===== src/rtl/bfc_pkg.sv =====
package bfc_pkg;
  // Strobes from control to datapath, already gated by flags and clears.
  typedef struct packed {
    logic h2lPush;
    logic h2lPop;
    logic h2lClr;
    logic l2hPush;
    logic l2hMove;   // outbound queue head into staging register
    logic l2hUnload; // staging consumed with nothing to replace it
    logic l2hClr;
  } bfc_strobe_t;
endpackage


===== src/rtl/bfc_ring.sv =====
module bfc_ring #(
  parameter int WIDTH = 32,
  parameter int DEPTH = 8,
  localparam int PTR_W = (DEPTH > 1) ? $clog2(DEPTH) : 1,
  localparam int CNT_W = $clog2(DEPTH + 1)
) (
  input  logic             clk,
  input  logic             rstN,
  input  logic             clr,
  input  logic             push,
  input  logic             pop,
  input  logic [WIDTH-1:0] wrData,
  output logic [WIDTH-1:0] headData,
  output logic [CNT_W-1:0] count
);
  localparam logic [CNT_W-1:0] FULL_CNT = CNT_W'(DEPTH);
  localparam logic [PTR_W-1:0] LAST_PTR = PTR_W'(DEPTH - 1);

  logic [WIDTH-1:0] mem [DEPTH];
  logic [PTR_W-1:0] wrPtr, rdPtr;

  function automatic logic [PTR_W-1:0] nextPtr(input logic [PTR_W-1:0] p);
    return (p == LAST_PTR) ? '0 : p + PTR_W'(1);
  endfunction

  always_ff @(posedge clk) begin
    if (push && !clr) mem[wrPtr] <= wrData;
  end

  always_ff @(posedge clk or negedge rstN) begin
    if (!rstN) begin
      wrPtr <= '0;
      rdPtr <= '0;
      count <= '0;
    end else if (clr) begin
      wrPtr <= '0;
      rdPtr <= '0;
      count <= '0;
    end else begin
      if (push) wrPtr <= nextPtr(wrPtr);
      if (pop)  rdPtr <= nextPtr(rdPtr);
      case ({push, pop})
        2'b10:   count <= count + CNT_W'(1);
        2'b01:   count <= count - CNT_W'(1);
        default: count <= count;
      endcase
    end
  end

  assign headData = mem[rdPtr];

  assert_no_overflow_R3: assert property (@(posedge clk) disable iff (!rstN)
    push |-> (count != FULL_CNT || pop));
  assert_no_underflow_R4: assert property (@(posedge clk) disable iff (!rstN)
    pop |-> (count != '0));
  assert_count_bound_R6: assert property (@(posedge clk) disable iff (!rstN)
    count <= FULL_CNT);
endmodule


===== src/rtl/bfc_datapath.sv =====
module bfc_datapath
  import bfc_pkg::*;
#(
  parameter int WIDTH = 32,
  parameter int DEPTH = 8,
  localparam int CNT_W = $clog2(DEPTH + 1)
) (
  input  logic             clk,
  input  logic             rstN,
  input  bfc_strobe_t      strb,
  input  logic [WIDTH-1:0] hostPushData,
  input  logic [WIDTH-1:0] locWrData,
  output logic [WIDTH-1:0] locRdData,
  output logic [WIDTH-1:0] hostPopData,
  output logic             stageValid,
  output logic [CNT_W-1:0] h2lCnt,
  output logic [CNT_W-1:0] l2hCnt
);
  logic [WIDTH-1:0] l2hHead;
  logic [WIDTH-1:0] stageData;

  bfc_ring #(.WIDTH(WIDTH), .DEPTH(DEPTH)) inboundQ (
    .clk(clk), .rstN(rstN), .clr(strb.h2lClr), .push(strb.h2lPush),
    .pop(strb.h2lPop), .wrData(hostPushData), .headData(locRdData),
    .count(h2lCnt)
  );

  bfc_ring #(.WIDTH(WIDTH), .DEPTH(DEPTH)) outboundQ (
    .clk(clk), .rstN(rstN), .clr(strb.l2hClr), .push(strb.l2hPush),
    .pop(strb.l2hMove), .wrData(locWrData), .headData(l2hHead),
    .count(l2hCnt)
  );

  // Final output buffer on the host side of the outbound queue.
  always_ff @(posedge clk or negedge rstN) begin
    if (!rstN) begin
      stageValid <= 1'b0;
      stageData  <= '0;
    end else if (strb.l2hClr) begin
      stageValid <= 1'b0;
    end else if (strb.l2hMove) begin
      stageValid <= 1'b1;
      stageData  <= l2hHead;
    end else if (strb.l2hUnload) begin
      stageValid <= 1'b0;
    end
  end

  assign hostPopData = stageData;

  assert_stage_holds_R5: assert property (@(posedge clk) disable iff (!rstN)
    (stageValid && !strb.l2hMove && !strb.l2hUnload && !strb.l2hClr)
      |=> (stageValid && $stable(stageData)));
  assert_stage_cleared_R9: assert property (@(posedge clk) disable iff (!rstN)
    strb.l2hClr |=> !stageValid);
endmodule


===== src/rtl/bfc_ctrl.sv =====
module bfc_ctrl
  import bfc_pkg::*;
#(
  parameter int DEPTH = 8,
  localparam int CNT_W = $clog2(DEPTH + 1)
) (
  input  logic             clk,
  input  logic             rstN,
  input  logic             hostPush,
  input  logic             hostPop,
  input  logic             locRdN,
  input  logic             locWr,
  input  logic             h2lClrN,
  input  logic             l2hClrN,
  input  logic             mstWrEn,
  input  logic             mstRdEn,
  input  logic [CNT_W-1:0] h2lCnt,
  input  logic [CNT_W-1:0] l2hCnt,
  input  logic             stageValid,
  output bfc_strobe_t      strb,
  output logic             locRdEmpty,
  output logic             locWrFull,
  output logic             h2lFull,
  output logic             l2hDrained,
  output logic             mstWrReq,
  output logic             mstRdReq
);
  localparam logic [CNT_W-1:0] FULL_CNT = CNT_W'(DEPTH);

  logic h2lAny, l2hAny;

  assign h2lAny     = (h2lCnt != '0);
  assign l2hAny     = (l2hCnt != '0);
  assign locRdEmpty = !h2lAny;
  assign h2lFull    = (h2lCnt == FULL_CNT);
  assign locWrFull  = (l2hCnt == FULL_CNT);
  assign l2hDrained = !l2hAny;

  always_comb begin
    strb.h2lClr    = !h2lClrN;
    strb.h2lPush   = h2lClrN && hostPush && !h2lFull;
    strb.h2lPop    = h2lClrN && !locRdN && h2lAny;
    strb.l2hClr    = !l2hClrN;
    strb.l2hPush   = l2hClrN && locWr && !locWrFull;
    strb.l2hMove   = l2hClrN && l2hAny && (!stageValid || hostPop);
    strb.l2hUnload = l2hClrN && !l2hAny && stageValid && hostPop;
  end

  assign mstWrReq = mstWrEn && (l2hAny || stageValid);
  assign mstRdReq = mstRdEn && !h2lFull;

  assert_full_blocks_push_R3: assert property (@(posedge clk) disable iff (!rstN)
    (h2lFull && h2lClrN && locRdN) |=> h2lFull);
  assert_empty_read_ignored_R4: assert property (@(posedge clk) disable iff (!rstN)
    (!h2lAny && !hostPush) |=> !h2lAny);
  assert_clear_inbound_R8: assert property (@(posedge clk) disable iff (!rstN)
    !h2lClrN |=> (h2lCnt == '0));
  assert_clear_outbound_R9: assert property (@(posedge clk) disable iff (!rstN)
    !l2hClrN |=> (l2hCnt == '0));
  assert_read_step_R1: assert property (@(posedge clk) disable iff (!rstN)
    (h2lClrN && !locRdN && h2lAny && !hostPush) |=> (h2lCnt == $past(h2lCnt) - CNT_W'(1)));
endmodule


===== src/rtl/bidir_fifo_ctrl.sv =====
module bidir_fifo_ctrl
  import bfc_pkg::*;
#(
  parameter int WIDTH = 32,
  parameter int DEPTH = 8,
  localparam int CNT_W = $clog2(DEPTH + 1)
) (
  input  logic             clk,
  input  logic             rstN,
  input  logic             hostPush,
  input  logic [WIDTH-1:0] hostPushData,
  input  logic             hostPop,
  output logic [WIDTH-1:0] hostPopData,
  output logic             hostPopValid,
  input  logic             locRdN,
  output logic [WIDTH-1:0] locRdData,
  output logic             locRdEmpty,
  input  logic             locWr,
  input  logic [WIDTH-1:0] locWrData,
  output logic             locWrFull,
  output logic             h2lFull,
  output logic             l2hDrained,
  input  logic             h2lClrN,
  input  logic             l2hClrN,
  input  logic             mstWrEn,
  input  logic             mstRdEn,
  output logic             mstWrReq,
  output logic             mstRdReq
);
  bfc_strobe_t      strb;
  logic [CNT_W-1:0] h2lCnt, l2hCnt;
  logic             stageValid;

  bfc_ctrl #(.DEPTH(DEPTH)) ctrl (
    .clk(clk), .rstN(rstN), .hostPush(hostPush), .hostPop(hostPop),
    .locRdN(locRdN), .locWr(locWr), .h2lClrN(h2lClrN), .l2hClrN(l2hClrN),
    .mstWrEn(mstWrEn), .mstRdEn(mstRdEn), .h2lCnt(h2lCnt), .l2hCnt(l2hCnt),
    .stageValid(stageValid), .strb(strb), .locRdEmpty(locRdEmpty),
    .locWrFull(locWrFull), .h2lFull(h2lFull), .l2hDrained(l2hDrained),
    .mstWrReq(mstWrReq), .mstRdReq(mstRdReq)
  );

  bfc_datapath #(.WIDTH(WIDTH), .DEPTH(DEPTH)) dpath (
    .clk(clk), .rstN(rstN), .strb(strb), .hostPushData(hostPushData),
    .locWrData(locWrData), .locRdData(locRdData), .hostPopData(hostPopData),
    .stageValid(stageValid), .h2lCnt(h2lCnt), .l2hCnt(l2hCnt)
  );

  assign hostPopValid = stageValid;
endmodule


===== config.mk =====
export PLATFORM = sky130hd
export DESIGN_NAME = bidir_fifo_ctrl
export DESIGN_NICKNAME = d
export VERILOG_FILES = /design/src/rtl/bfc_pkg.sv /design/src/rtl/bfc_ring.sv /design/src/rtl/bfc_datapath.sv /design/src/rtl/bfc_ctrl.sv /design/src/rtl/bidir_fifo_ctrl.sv
export SDC_FILE = /design/constraint.sdc
export NUM_CORES = 1
export LEC_CHECK = 0
export BUFFER_PORTS_ARGS = -buffer_cell sky130_fd_sc_hd__clkbuf_2
export CAP_MARGIN = 5
export CELL_PAD_IN_SITES_DETAIL_PLACEMENT = 0
export CELL_PAD_IN_SITES_GLOBAL_PLACEMENT = 2
export CORE_UTILIZATION = 25
export DETAILED_ROUTE_END_ITERATION = 10
export PLACE_DENSITY = 0.54
export SYNTH_ARGS = -nofsm -noshare
export SYNTH_HDL_FRONTEND = slang
export SYNTH_SLANG_ARGS = --single-unit

===== constraint.sdc =====
create_clock -name clk -period 6.6 [get_ports clk]
set_clock_uncertainty 0.15 [all_clocks]
set_input_delay 0.99 -clock clk [delete_from_list [all_inputs] [get_ports clk]]
set_output_delay 0.99 -clock clk [all_outputs]
set_load 0.02 [all_outputs]

* Word-level counts from Yosys, hierarchy flattened
Memory sizes are Yosys's and may differ from the RTL's. A register that Yosys moved wholly into a read port is not among the register bits.
Index checks and enable logic that the tools add are counted.
** Word-level totals
- Latch bits :: 0
- Input bits :: 74
- Memory bits (read-only) :: 0
- Bits in writable memories :: 512
- Memories kept :: 2
- Output and inout port bits :: 71
- Bits in registers :: 21
** Memory list
- dpath.inboundQ.mem :: depth 8, bits a word 32, read ports 1, clocked after Yosys merged registers in 0, write ports 1, line bfc_ring.sv:19 : logic [WIDTH-1:0] mem [DEPTH];
- dpath.outboundQ.mem :: depth 8, bits a word 32, read ports 1, clocked after Yosys merged registers in 1, write ports 1, line bfc_ring.sv:19
** Cells by class
- Reductions and logical operators :: 27
- Divide/modulo/power cells :: 0
- Shift-type cells :: 0
- Multipliers :: 0
- $lt $le $gt $ge :: 0
- $add $sub $neg :: 8
- Eq/ne operators :: 17
- Mux-type cells :: 23
- Bitwise logic cells :: 0
** Operator list (count)
- 2-to-1 mux 3 bit :: 12
- one-hot mux 4 bit (2 select lines) :: 2
- logical AND 1 bit :: 15
- adder 3 x 1 -> 3 bit (second input constant) :: 4
- == test 3 bit (second input constant) :: 4
- inequality test 3 x 1 -> 1 bit (second input constant) :: 3
- adder 4 x 1 -> 4 bit (second input constant) :: 2
- == test 4 bit (second input constant) :: 2
- 2-to-1 mux 4 bit :: 2
- inequality test 2 x 1 -> 1 bit (second input constant) :: 4
- nonzero test 4 bit :: 2
- subtractor 4 x 1 -> 4 bit (second input constant) :: 2
- logical NOT 1 bit :: 7
- 2-to-1 mux 1 bit :: 7
- == test 2 x 1 -> 1 bit (second input constant) :: 2
- == test 2 bit (second input constant) :: 2
- logical OR 1 bit :: 2
- AND reduction 2 bit :: 1

* Depth between registers and ports, before layout
- Depth after elaboration :: 8
- Gate-level depth with buffers :: 11
- Gate-level depth less buffers :: 9

* Modules after synthesis
A second synthesis with hierarchy kept.
** Unflattened totals
- Cell total of the unflattened synthesis :: 972
- Area, all modules :: 22027.4 um^2
** By module, submodules not included
- bfc_ring at dpath.outboundQ :: instances 1, area each 10254.8 um^2, cells an instance 441
- bfc_ring at dpath.inboundQ :: instances 1, area each 10253.6 um^2, cells an instance 440
- bfc_datapath :: instances 1, area each 1398.8 um^2, cells an instance 73
- bfc_ctrl :: instances 1, area each 120.1 um^2, cells an instance 18

* Worst setup path before layout
OpenSTA, ideal clock, no wires.
- Path kind :: input to register
- Start point :: in locWr
- End point :: mem dpath.outboundQ.mem[4][0], enable pin
- Required time :: 5937 ps
- Slack :: 1008 ps
- Stages on the path :: 4
- Arrival time :: 4929 ps
- Path buffers :: 1
- Cells stage by stage :: nand2_1 or2_2 clkbuf_1 nor4b_1
** Between the ends
- Word-level cells in the longest chain between the ends :: 5
** Ends and longest elaborated chain
- start: declaration :: line bidir_fifo_ctrl.sv:18 : input logic locWr,
- logical AND 1 bit (2 in a row) :: line bfc_ctrl.sv:44 : strb.l2hPush = l2hClrN && locWr && !locWrFull;
- logical AND 1 bit :: line bfc_ring.sv:27 : if (push && !clr) mem[wrPtr] <= wrData;
- 2-to-1 mux 1 bit :: line bfc_ring.sv:27
- 2-to-1 mux 1 bit (not written as such) :: line bfc_ring.sv:27
- end: declaration :: line bfc_ring.sv:19
No other way between the ends.

* Worst setup path in the final report
- Start point :: reg dpath.inboundQ.rdPtr[0]
- End point :: out locRdData[0]
** Between the ends
- Word-level cells in the longest chain between the ends :: 1
** Ends and longest elaborated chain
- start: declaration :: line bfc_ring.sv:20 : logic [PTR_W-1:0] wrPtr, rdPtr;
- start signal: assignment :: line bfc_ring.sv:41 : if (pop) rdPtr <= nextPtr(rdPtr);
- memory (8 x 32 bit)
- end: declaration :: line bidir_fifo_ctrl.sv:16 : output logic [WIDTH-1:0] locRdData,
No other way between the ends.

==> flow_metrics.env <==
export IMPL_crit_path_top_delay_cell="dfrtp_4"
export IMPL_grt_overflow_total=0
export IMPL_placed_area_mm2=0.02394
export IMPL_fin_ws_ps=2235
export IMPL_synth_fp_nets=1108
export IMPL_synth_seq_area_share_pct=76.85
export IMPL_min_path_type="register to register"
export IMPL_dpl_cell_count=2279
export IMPL_setup_tns_ps=0
export IMPL_area_delta_synth_final_pct=20.81
export IMPL_critPathTopFamily="flip-flops"
export IMPL_internal_power_mw=7.305
export IMPL_maxSlewHeadroom_pct=28.76
export IMPL_track_usage_pct=11.19
export IMPL_min_delay_start="dpath.hostPopData[27]$_DFFE_PN0P_"
export IMPL_p_leak_nw=8.524
export IMPL_yosysTopAreaCell="edfxtp_1"
export IMPL_cap_violations=0
export IMPL_cts_buffers=68
export IMPL_num_io_pins=145
export IMPL_yosysTopAreaCellShare_pct=70.75
export IMPL_pre_cts_ws_ps=2536
export IMPL_tightest_slew_ps=1069
export IMPL_port_buffers=144
export IMPL_synth_warnings=0
export IMPL_synthTopCellsByArea="edfxtp_1, mux4_2, dfrtp_1, mux2_2, mux2i_1"
export IMPL_ys_ff_latch=565
export IMPL_critPathLaunchType="register"
export IMPL_num_rows=107
export IMPL_setup_worst_path_class="register to output pin"
export IMPL_post_cts_resized=0
export IMPL_clk_pin_slew_ps=50
export IMPL_ant_nets=0
export IMPL_cts_root_buffer="clkbuf_16"
export IMPL_synth_area_per_cell_um2=21.26
export IMPL_vias=10400
export IMPL_drtIter0Drc=604
export IMPL_postSynthCellCount=1022
export IMPL_core_mm2=0.08568
export IMPL_reg2reg_from="dpath.outboundQ.count[1]$_DFFE_PN0P_"
export IMPL_critPathCaptureType="output pin"
export IMPL_syn_area_mm2=0.02173
export IMPL_post_route_min_period_ps=4365
export IMPL_arrival_ps=3220
export IMPL_first_pass_iters=7
export IMPL_fmax_mhz=229.1
export IMPL_setup_violations=0
export IMPL_post_cts_buffers=0
export IMPL_fin_hold_ws_ps=325.5
export IMPL_crit_fanout=45
export IMPL_max_stage_delay_ps=1030
export IMPL_avgRoutedWirePerCell_um=20.28
export IMPL_dieArea_mm2=0.08811
export IMPL_power_switching_mw=2.690
export IMPL_seq_power_share_pct=43.7
export IMPL_synth_ff_type="edfxtp_1"
export IMPL_n_fill_cell=8445
export IMPL_irDropWorstVdd_mv=0.2499
export IMPL_rsz0062_at_grt="no"
export IMPL_postRouteWirelength_mm=48.81
export IMPL_drive_gt1_share_pct=36.03
export IMPL_drc_errors=0
export IMPL_start_util_pct=25.36
export IMPL_cp_cell_sequence="buf_4 > mux4_2 > mux2_2 > clkbuf_2"
export IMPL_clock_power_share_pct=38.3
export IMPL_async_flop_share_pct=9.381
export IMPL_crit_start="dpath.inboundQ.rdPtr[0]$_DFFE_PN0P_"
export IMPL_htreeDepth=3
export IMPL_status="finished, final reports clean"
export IMPL_clkSinkCount=565
export IMPL_final_core_util_pct=30.64
export IMPL_swShare_pct=26.92
export IMPL_grt_max_degree=78
export IMPL_antenna_found_initial=7
export IMPL_grt_pass1_wl_mm=73.64
export IMPL_final_area_mm2=0.02625
export IMPL_vias_per_cell=4.319
export IMPL_cp_data_required_time_ps=5460
export IMPL_gp_congestion=0.6989
export IMPL_post_route_period_util_pct=66.13
export IMPL_clock_latency_ps=590
export IMPL_powerDensity_mw_per_mm2=380.7
export IMPL_die_width_um=296.8
export IMPL_die_h_um=296.8
export IMPL_drv_slew=0
export IMPL_dp_hpwl_mm=25.57
export IMPL_power_mw=9.996
export IMPL_clockBufferDepth=3
export IMPL_hold_violations=0
export IMPL_fin_cells=2407
export IMPL_postCtsHoldBufs=0
export IMPL_synth_cell_types=48
export IMPL_grt_pass1_vias=11230
export IMPL_final_nets=1291
export IMPL_tritoncts="yes"
export IMPL_p_comb_share_pct=18.0
export IMPL_synth_edff_count=512
export IMPL_path_buf_inv=2
## worst paths after layout
path | slack [ps] | depth (start not counted) | endpoint
setup / recovery | 2240 | 4 | locRdData[0]
min in group asynchronous | 350 | 1 | dpath.hostPopData[4]$_DFFE_PN0P_
max in group asynchronous | 5230 | 1 | dpath.inboundQ.rdPtr[0]$_DFFE_PN0P_
hold reg to reg | 330 | 2 | dpath.hostPopData[27]$_DFFE_PN0P_
setup reg to reg | 3030 | 8 | dpath.outboundQ.count[3]$_DFFE_PN0P_
hold / removal | 330 | 2 | dpath.hostPopData[27]$_DFFE_PN0P_
## placed cells by master (no fill, tap or decap), types with 3 or more instances in the layout
cell type,n
a31oi_1,3
and2_1,3
buf_4,23
bufinv_16,10
clkbuf_1,16
clkbuf_16,70
clkbuf_2,143
clkinv_1,10
clkinv_2,8
clkinv_8,3
clkinvlp_4,5
dfrtp_1,48
dfrtp_2,3
diode_2,3
edfxtp_1,512
ha_1,12
inv_1,6
mux2_2,32
mux2i_1,33
mux4_2,128
nand2_1,55
nand2b_1,4
nand3_1,17
nor2_1,9
nor2b_1,3
nor3_2,4
nor3b_2,4
nor4b_2,4
o21ai_0,39
o31ai_1,3
xnor2_1,5
## state kept, by name, summed over array words and instances (netlist names)
| name | flops |
|---|---|
| dpath.hostPopData | 32 |
| dpath.inboundQ.count | 4 |
| dpath.inboundQ.mem | 256 |
| dpath.inboundQ.rdPtr | 3 |
| dpath.inboundQ.wrPtr | 3 |
| dpath.outboundQ.count | 4 |
| dpath.outboundQ.mem | 256 |
| dpath.outboundQ.rdPtr | 3 |
| dpath.outboundQ.wrPtr | 3 |
| dpath.stageValid | 1 |
## routing by layer
layer | global-route usage (%) | wire length [um] | up-vias
met1 | 13.50 | 20250 | 5484
met4 | 3.689 | 1175 | 10
met5 | 0 | 63 | -
li1 | - | - | 4587
met2 | 19.39 | 24940 | 224
met3 | 2.831 | 2386 | 91
## cell families after synthesis
logic type / Yosys count / synth area share (%)
fa+ha+maj: 12 / 0.6909
compound gates: 61 / 1.681
flops: 565 / 76.85
buf+inv: 59 / 1.151
simple gates: 126 / 2.936
xor+xnor: 6 / 0.2418
mux: 193 / 16.44
## worst min-delay path, stage by stage (launching register included)
cell     delay (ps)
dfrtp_1         340
nand2_1          40
o21ai_0          60
## area by class of cell
cell class / instances / area [um^2] / area share (%)
diodes: 3 / 7.507 / 0.02859
well taps: 1144 / 1431 / 5.452
clock buffers: 87 / 1826 / 6.953
repair buffers: 166 / 888.4 / 3.384
inverters: 6 / 22.52 / 0.08578
flip-flops and latches: 565 / 16710 / 63.66
multi-input cells: 398 / 4885 / 18.61
clock inverters: 38 / 481.7 / 1.835
## synthesized netlist by cell type (2+ instances only)
cell      instances
nor4_1            3
inv_1             6
a21o_1            2
a21boi_0          2
a31oi_1           3
o21ai_0          39
a221oi_1          2
nor3b_1           5
or4_1             2
or2_2             2
o31ai_1           3
nor4b_1           6
ha_1             12
nand2_1          55
buf_1            14
mux2_2           32
nor2b_1           3
mux4_2          128
mux2i_1          33
buf_2             5
nor3_1            5
a21oi_1           2
nand3_1          18
xnor2_1           5
buf_6             3
clkbuf_1         31
and2_1            3
or3_1             2
edfxtp_1        512
nand2b_1          4
nor2_1           11
dfrtp_1          53
## power groups by stage
| stage | Clock [mW] | Sequential (mW) | Combinational (mW) |
|---|---|---|---|
| global route | 4.08 | 4.42 | 1.97 |
| detailed placement | 0 | 4.45 | 1.87 |
| CTS | 3.96 | 4.39 | 1.87 |
| finish | 3.83 | 4.37 | 1.79 |
| floorplan | 0 | 4.45 | 1.23 |
| global placement | 0 | 4.45 | 1.85 |
Note: power is estimated with default switching activity, not from simulation.
